## src/rtl/syscfg_pkg.sv

```systemverilog
package syscfg_pkg;

  localparam logic [7:0] UNLOCK_KEY = 8'hAA;

  typedef enum logic [1:0] {
    SEL_LOCK   = 2'd0,
    SEL_DEVCFG = 2'd1,
    SEL_CLKDIV = 2'd2,
    SEL_SYSID  = 2'd3
  } regsel_e;

  typedef struct packed {
    logic    hit;
    regsel_e sel;
  } decode_t;

  // Word addresses 0..3 are mapped; anything higher misses.
  function automatic decode_t decode_addr(input logic [7:0] a);
    decode_t d;
    d.hit = (a[7:2] == 6'd0);
    d.sel = regsel_e'(a[1:0]);
    return d;
  endfunction

endpackage

```

## src/rtl/syscfg_unlock.sv

```systemverilog
module syscfg_unlock (
  input  logic clk,
  input  logic rst_n,
  input  logic acc_valid,
  input  logic acc_write,
  input  logic sel_lock,
  input  logic sel_prot,
  input  logic key_match,
  output logic armed,
  output logic accept,
  output logic violation,
  output logic err
);
  logic armed_q, err_q;
  logic arm_now;

  assign arm_now   = acc_valid & acc_write & sel_lock & key_match;
  assign accept    = acc_valid & acc_write & sel_prot & armed_q;
  assign violation = acc_valid & acc_write & sel_prot & ~armed_q;

  always_ff @(posedge clk or negedge rst_n) begin
    if (!rst_n) begin
      armed_q <= 1'b0;
      err_q   <= 1'b0;
    end else begin
      if (acc_valid) armed_q <= arm_now;
      if (violation) err_q   <= 1'b1;
    end
  end

  assign armed = armed_q;
  assign err   = err_q;
endmodule

```

## src/rtl/syscfg_fall_pulse.sv

```systemverilog
module syscfg_fall_pulse (
  input  logic clk,
  input  logic rst_n,
  input  logic level,
  output logic pulse
);
  logic level_q, pulse_q;

  always_ff @(posedge clk or negedge rst_n) begin
    if (!rst_n) begin
      level_q <= 1'b0;
      pulse_q <= 1'b0;
    end else begin
      level_q <= level;
      pulse_q <= level_q & ~level;
    end
  end

  assign pulse = pulse_q;
endmodule

```

## src/rtl/syscfg_lockbank.sv

```systemverilog
module syscfg_lockbank #(
  parameter int ADDR_W      = 3,
  parameter int DATA_W      = 32,
  parameter int MUX_W       = 8,
  parameter int RST_BIT     = 31,
  parameter int REV_LSB     = 28,
  parameter int REV_W       = 4,
  parameter int CHIP_REV    = 5,
  parameter int CLKDIV_INIT = 0
) (
  input  logic              clk,
  input  logic              rst_n,
  input  logic              req_valid,
  input  logic              req_write,
  input  logic [ADDR_W-1:0] req_addr,
  input  logic [DATA_W-1:0] req_wdata,
  output logic [DATA_W-1:0] rd_data,
  output logic [DATA_W-1:0] cfg_out,
  output logic [DATA_W-1:0] clkdiv_out,
  output logic              sw_reset_req
);
  import syscfg_pkg::*;

  localparam logic [DATA_W-1:0] DEVCFG_INIT = DATA_W'({MUX_W{1'b1}});
  localparam logic [DATA_W-1:0] CLKDIV_RST  = DATA_W'(CLKDIV_INIT);

  function automatic logic [DATA_W-1:0] sysid_word();
    logic [REV_W-1:0] r;
    r = REV_W'(CHIP_REV);
    return DATA_W'(r) << REV_LSB;
  endfunction

  decode_t dec;
  logic    sel_lock, sel_prot, key_match;
  logic    unlock_armed, unlock_accept, unlock_violation, unlock_err;
  logic    dev_wr, div_wr;
  logic [DATA_W-1:0] devcfg_q, clkdiv_q;

  assign dec       = decode_addr(8'(req_addr));
  assign sel_lock  = dec.hit && dec.sel == SEL_LOCK;
  assign sel_prot  = dec.hit && (dec.sel == SEL_DEVCFG || dec.sel == SEL_CLKDIV);
  assign key_match = (req_wdata == DATA_W'(UNLOCK_KEY));

  syscfg_unlock u_unlock (
    .clk       (clk),
    .rst_n     (rst_n),
    .acc_valid (req_valid),
    .acc_write (req_write),
    .sel_lock  (sel_lock),
    .sel_prot  (sel_prot),
    .key_match (key_match),
    .armed     (unlock_armed),
    .accept    (unlock_accept),
    .violation (unlock_violation),
    .err       (unlock_err)
  );

  assign dev_wr = unlock_accept && dec.sel == SEL_DEVCFG;
  assign div_wr = unlock_accept && dec.sel == SEL_CLKDIV;

  always_ff @(posedge clk or negedge rst_n) begin
    if (!rst_n) begin
      devcfg_q <= DEVCFG_INIT;
      clkdiv_q <= CLKDIV_RST;
    end else begin
      if (dev_wr) devcfg_q <= req_wdata;
      if (div_wr) clkdiv_q <= req_wdata;
    end
  end

  syscfg_fall_pulse u_rstpulse (
    .clk   (clk),
    .rst_n (rst_n),
    .level (devcfg_q[RST_BIT]),
    .pulse (sw_reset_req)
  );

  always_comb begin
    rd_data = '0;
    if (dec.hit) begin
      unique case (dec.sel)
        SEL_LOCK:   rd_data = DATA_W'({unlock_err, unlock_armed});
        SEL_DEVCFG: rd_data = devcfg_q;
        SEL_CLKDIV: rd_data = clkdiv_q;
        SEL_SYSID:  rd_data = sysid_word();
        default:    rd_data = '0;
      endcase
    end
  end

  assign cfg_out    = devcfg_q;
  assign clkdiv_out = clkdiv_q;
endmodule

```

## config.mk

```make
export PLATFORM = sky130hd
export DESIGN_NAME = syscfg_lockbank
export DESIGN_NICKNAME = d
export VERILOG_FILES = /design/src/rtl/syscfg_pkg.sv /design/src/rtl/syscfg_unlock.sv /design/src/rtl/syscfg_fall_pulse.sv /design/src/rtl/syscfg_lockbank.sv
export SDC_FILE = /design/constraint.sdc
export NUM_CORES = 1
export LEC_CHECK = 0
export ABC_AREA = 0
export ABC_CLOCK_PERIOD_IN_PS = 2000
export BUFFER_PORTS_ARGS = -buffer_cell sky130_fd_sc_hd__buf_2
export CAP_MARGIN = 20
export CORE_UTILIZATION = 48
export DETAILED_ROUTE_END_ITERATION = 12
export GPL_TIMING_DRIVEN = 0
export HOLD_SLACK_MARGIN = 0.03
export PLACE_DENSITY = 0.8
export SYNTH_ARGS = -nofsm -noshare
export SYNTH_HDL_FRONTEND = slang
export SYNTH_SLANG_ARGS = --single-unit
```

## constraint.sdc

```tcl
create_clock -name clk -period 2 [get_ports clk]
set_input_delay 0.4 -clock clk [delete_from_list [all_inputs] [get_ports clk]]
set_output_delay 0.4 -clock clk [all_outputs]
set_load 0.1 [all_outputs]
```

Yosys cells after proc, flatten, opt, wreduce, memory -nomap -nowiden:

Index checks and enable logic that the tools add are counted.
Widths: inputs -> output; s select.

* add/subtract/negate cells: 0
* $mul: 0
* divide/modulo/power cells: 0
* order comparisons: 0
* equal/unequal tests: 4
* shifts and indexed selects: 0
* muxes and demuxes: 2
* bitwise operators: 10
* reduce and logical (&&, ||, !) cells: 6

Operators by type and width (number)
* $pmux 32 s4: 1
* $eq 32x8->1 const B: 1
* $mux 32: 1
* $and 1x1->1: 7
* $eq 2x2->1 const B: 2
* $logic_and 1x1->1: 4
* $not 1->1: 3
* $eq 2x1->1 const B: 1
* $logic_not 2->1: 1
* $logic_or 1x1->1: 1

* register bits: 68
* bits in latches: 0
* memory bits (writable): 0
* ROM bits: 0
* input bits: 39
* output and inout bits: 97
* word-level logic and storage cells: 28
* memories kept: 0

Longest topological paths before layout:

* word-level depth: 6
* depth in mapped cells: 6
* depth with buffers taken out: 5

Modules after synthesis:

From an unflattened synthesis, not the netlist that was laid out.

* cells, all modules: 246
* area total of the unflattened synthesis: 3397.0 um^2

By module, submodules not included
* syscfg_lockbank: times used 1, cells an instance 234, area each 3239.4 um^2, sequential area each 1611.5 um^2
* syscfg_unlock: times used 1, cells an instance 9, area each 93.8 um^2, sequential area each 50.0 um^2
* syscfg_fall_pulse: times used 1, cells an instance 3, area each 63.8 um^2, sequential area each 50.0 um^2

Worst setup path after synthesis:

Ideal clock, no wire load.

* path type: reg2out
* from: register clkdiv_q[0] (netlist: clkdiv_out[0])
* to: output port rd_data[0]
* arrival time: 3.381 ns
* setup slack: -1.781 ns
* stages on the path, launching flop included: 3
* buffers on the path: 0
* path through: dfrtp_1 -> a221oi_1 -> a211oi_1

* cells in the longest elaborated chain, start to end: 2

RTL lines
* from (decl): line syscfg_lockbank.sv:37 `logic [DATA_W-1:0] devcfg_q, clkdiv_q;`
* from (signal assigned): line syscfg_lockbank.sv:67 `if (div_wr) clkdiv_q <= req_wdata;`
* $pmux 32 s4: line syscfg_lockbank.sv:81 `unique case (dec.sel)`
* $mux 32: line syscfg_lockbank.sv:80 `if (dec.hit) begin`
* to (decl): line syscfg_lockbank.sv:17 `output logic [DATA_W-1:0] rd_data,`

No other way between the ends.

Worst setup path in the final report:

* from: input port req_addr[0]
* to: output port rd_data[30]

* cells in the longest elaborated chain, start to end: 3

RTL lines
* from (decl): line syscfg_lockbank.sv:15 `input logic [ADDR_W-1:0] req_addr,`
* $eq 2x2->1, or another cell as far along: line syscfg_lockbank.sv:81
* $pmux 32 s4 (*): line syscfg_lockbank.sv:81
* $mux 32 (*): line syscfg_lockbank.sv:80

Every way passes the cells marked *; elsewhere a longest branch is shown, timed or not.

==> key figures <==
Cells and area
  • P&R area growth vs syn: 72.5%
  • Area of the multi-input gates: 1820 um^2
  • Layout cells sized above 1: 92.6%
  • Ant. Diodes: 0
  • Nets: 443
  • Fillers: 291
  • FF+latch area: 1790 um^2

STA
  • TNS Setup: -0.119 ns
  • Final setup margin: -0.0260 ns
  • Setup Viol. Count Final: 17
  • Period utilisation layout: 101%
  • Tightest Pin Transition: 0.850 ns
  • Final Hold Fails: 0
  • Max Slew Vio Count: 0
  • Unrepaired setup endpoints after global routing: true
  • Final Critical Period: 2.03 ns
  • Slew margin rel.: 43.3%
  • Final Skew: 0.00624 ns
  • Fmax: 494 MHz

Drt
  • Via/cell ratio: 5.62
  • Drt drc: 0
  • DR vias: 2703
  • DRT Pass-1 Iters: 4
  • WL final: 9770 um
  • DRT iter0 DRCs: 119
  • WL per Instance: 20.3 um
  • Final ANT Viol Nets: 0

Worst setup path
  • Worst r2r src: u_unlock.armed$_DFFE_PN0P_
  • CP Data Arrival Time: 1.63 ns
  • R2R cell count: 3
  • Critical Path RT: 1.60 ns
  • FF-to-FF setup slack: 0.74 ns
  • R2r endpoint: cfg_out[16]$_DFFE_PN0P_
  • Critical setup path kind: in -> out
  • Endpoint class of the critical path: primary output
  • Crit Path Max Fanout: 6
  • CP Launch Type: input pin

Clock network
  • Cts bufs inserted: 9
  • Clock Latency Late Sink: 0.33 ns
  • Hold_buf cts: 0
  • Clk root buf: clkbuf_8
  • H-tree depth: 3
  • Bufs on Longest Clock Path: 2
  • TritonCTS clock tree: done
  • # clock sinks: 68
  • Clk slew on worst S/H paths: 0.07 ns

Logic synthesis
  • Synthesized flop and latch total: 68
  • Syn_area_per_cell: 13.1 um^2
  • Async set or reset register ratio after synthesis: 100%
  • Synth Area in Simple Gates: 8.44%
  • Compound-gate portion of the synthesized area: 8.48%
  • Seq/Total Area, Yosys: 54.0%
  • Mapped Cells: 242
  • Post-synth net total: 286
  • Count of unique library cells instantiated by Yosys: 27
  • Most used DFF post-synth: dfrtp_1
  • Largest family of logic cells by synthesized area: multiplexers
  • EDFF count, synth: 0
  • Adder-Cell Fraction of Synth Area: 1.97%
  • Synth Area in XOR/XNOR: 0%
  • Syn. warnings: 0
  • Syn Std Cell Area: 3170 um^2
  • Mux cell area share after synthesis: 23.0%

Power and ir drop
  • Worst vdd rail ir drop: 0.000637 V
  • LEAKAGE: 2.46 nW
  • PD cells: 540 nW/um^2
  • Power Total: 2.96 mW

Floorplanning
  • Die height: 83.3 um
  • Die width: 83.3 um
  • Ports: 136
  • Starting density of the core: 50.0%
  • Number of core rows: 29
  • Core area: 6350 um^2
  • Die Area: 6940 um^2

Run status
  • Violated checks: negative setup slack
  • Status: finished with violations

Placed design
  • Port Buffers: 135
  • Dpl hpwl: 5940 um
  • Dpl ws: -0.377 ns
  • GPL Wtd Cong: 0.792

Global route
  • GRT Total Usage: 30.4%
  • Largest net degree at the start of global routing: 69
  • Initial antenna violation count: 0
  • Number of global-route vias before repair: 3028
  • Gr ovfl total: 0
  • First-pass GRT wire length: 16200 um

Worst hold path
  • Min-Delay Path Class: in -> async

Job
  • Max-cap violation count: 0
## power by group
part / total (mW) / switching (mW) / internal [mW]
Sequential: 1.40 / 0.0117 / 1.39
Clock: 1.10 / 0.493 / 0.611
Combinational: 0.451 / 0.296 / 0.155
## Yosys cell counts (all sizes together) (2+ instances only)
cell | count | area share, %
a22oi | 28 | 6.6
nor4bb | 2 | 0.63
a221oi | 4 | 1.1
mux2 | 64 | 23
nand4 | 2 | 0.39
ha | 5 | 2.0
inv | 3 | 0.36
nor4 | 5 | 0.99
nor3 | 2 | 0.32
dfrtp | 60 | 47
buf | 5 | 1.7
nand3 | 2 | 1.1
nor2 | 30 | 3.6
clkbuf | 13 | 2.2
dfstp | 8 | 6.6
nor2b | 2 | 0.39
## worst max-delay path, cell delays in order
cell and delay (ns):
buf_8 0.08, clkinvlp_4 0.13, ha_4 0.20, or2_4 0.30, clkbuf_16 0.20, nor2_4 0.13
buf_12 0.18
## per-layer routing
metal | up-vias | part of all wire [%] | track usage, %
li1 | 1213 | - | -
met2 | 96 | 51 | 52.2
met1 | 1382 | 43 | 37.7
met5 | - | 0 | 0
met3 | 12 | 4.5 | 6.46
met4 | 0 | 1.4 | 11.1
## layout by cell type (no fill, tap or decap), drive strengths merged, types with 4 or more instances in the layout
cell	synthesis	final
mux2	64	64
dfrtp	60	60
dfstp	8	8
nor2	30	30
a22oi	28	28
nor4	5	5
ha	5	5
buf	5	150
a221oi	4	4
clkbuf	13	28
## metrics by stage
stage / area (um^2) / cells / hold WS, ns / util, %
after global placement: 4440 / 454 / 0.443 / 69.9
after CTS: 5430 / 478 / 0.206 / 85.5
after detailed placement: 4440 / 454 / 0.457 / 69.9
after global routing: 5470 / 481 / 0.244 / 86.1
final: 5470 / 481 / 0.177 / 86.1
after floorplan: 3660 / 242 / 0.104 / -
## logic make-up after synthesis
kind of cell               count (synthesis)
muxes                                     64
and+or+nand+nor                           49
DFF                                       68
AOI/OAI and AO/OA                         35
buffers and inverters                     21
adders and majority gates                  5
## final cells by class
cell class	count	share of cell area, %
repair buffers	147	23.6
multi-input cells	153	33.2
inverters	3	0.320
well taps	77	1.76
plain buffers	17	5.03
clock inverters	2	0.640
clock buffers	14	2.79
flip-flops and latches	68	32.7
## timing repair
item,4_1_cts,5_1_grt
resized for setup,169,7
setup endpoints to repair,32,31
pin swaps,7,5
gates cloned,5,0
buffers inserted,4,3
## registers in the layout, indices dropped and copies added, names as in the netlist
name                count
u_unlock.err            1
u_unlock.armed          1
u_rstpulse.pulse        1
u_rstpulse.level_q      1
cfg_out                32
clkdiv_out             32
## how the worst max path moves through the flow
stage / endpoint / startpoint / slack [ns] / cells after the start
final: rd_data[30] / req_addr[0] / -0.03 / 7
after global routing: rd_data[30] / req_addr[0] / -0.08 / 7
after CTS: rd_data[28] / req_addr[0] / -0.04 / 7
after detailed placement: rd_data[28] / req_addr[0] / -0.38 / 8
after global placement: rd_data[28] / req_addr[0] / -0.35 / 8
after floorplan: rd_data[0] / cfg_out[0]$_DFFE_PN1P_ / -0.14 / 2
(Power assumes the default switching activity.)
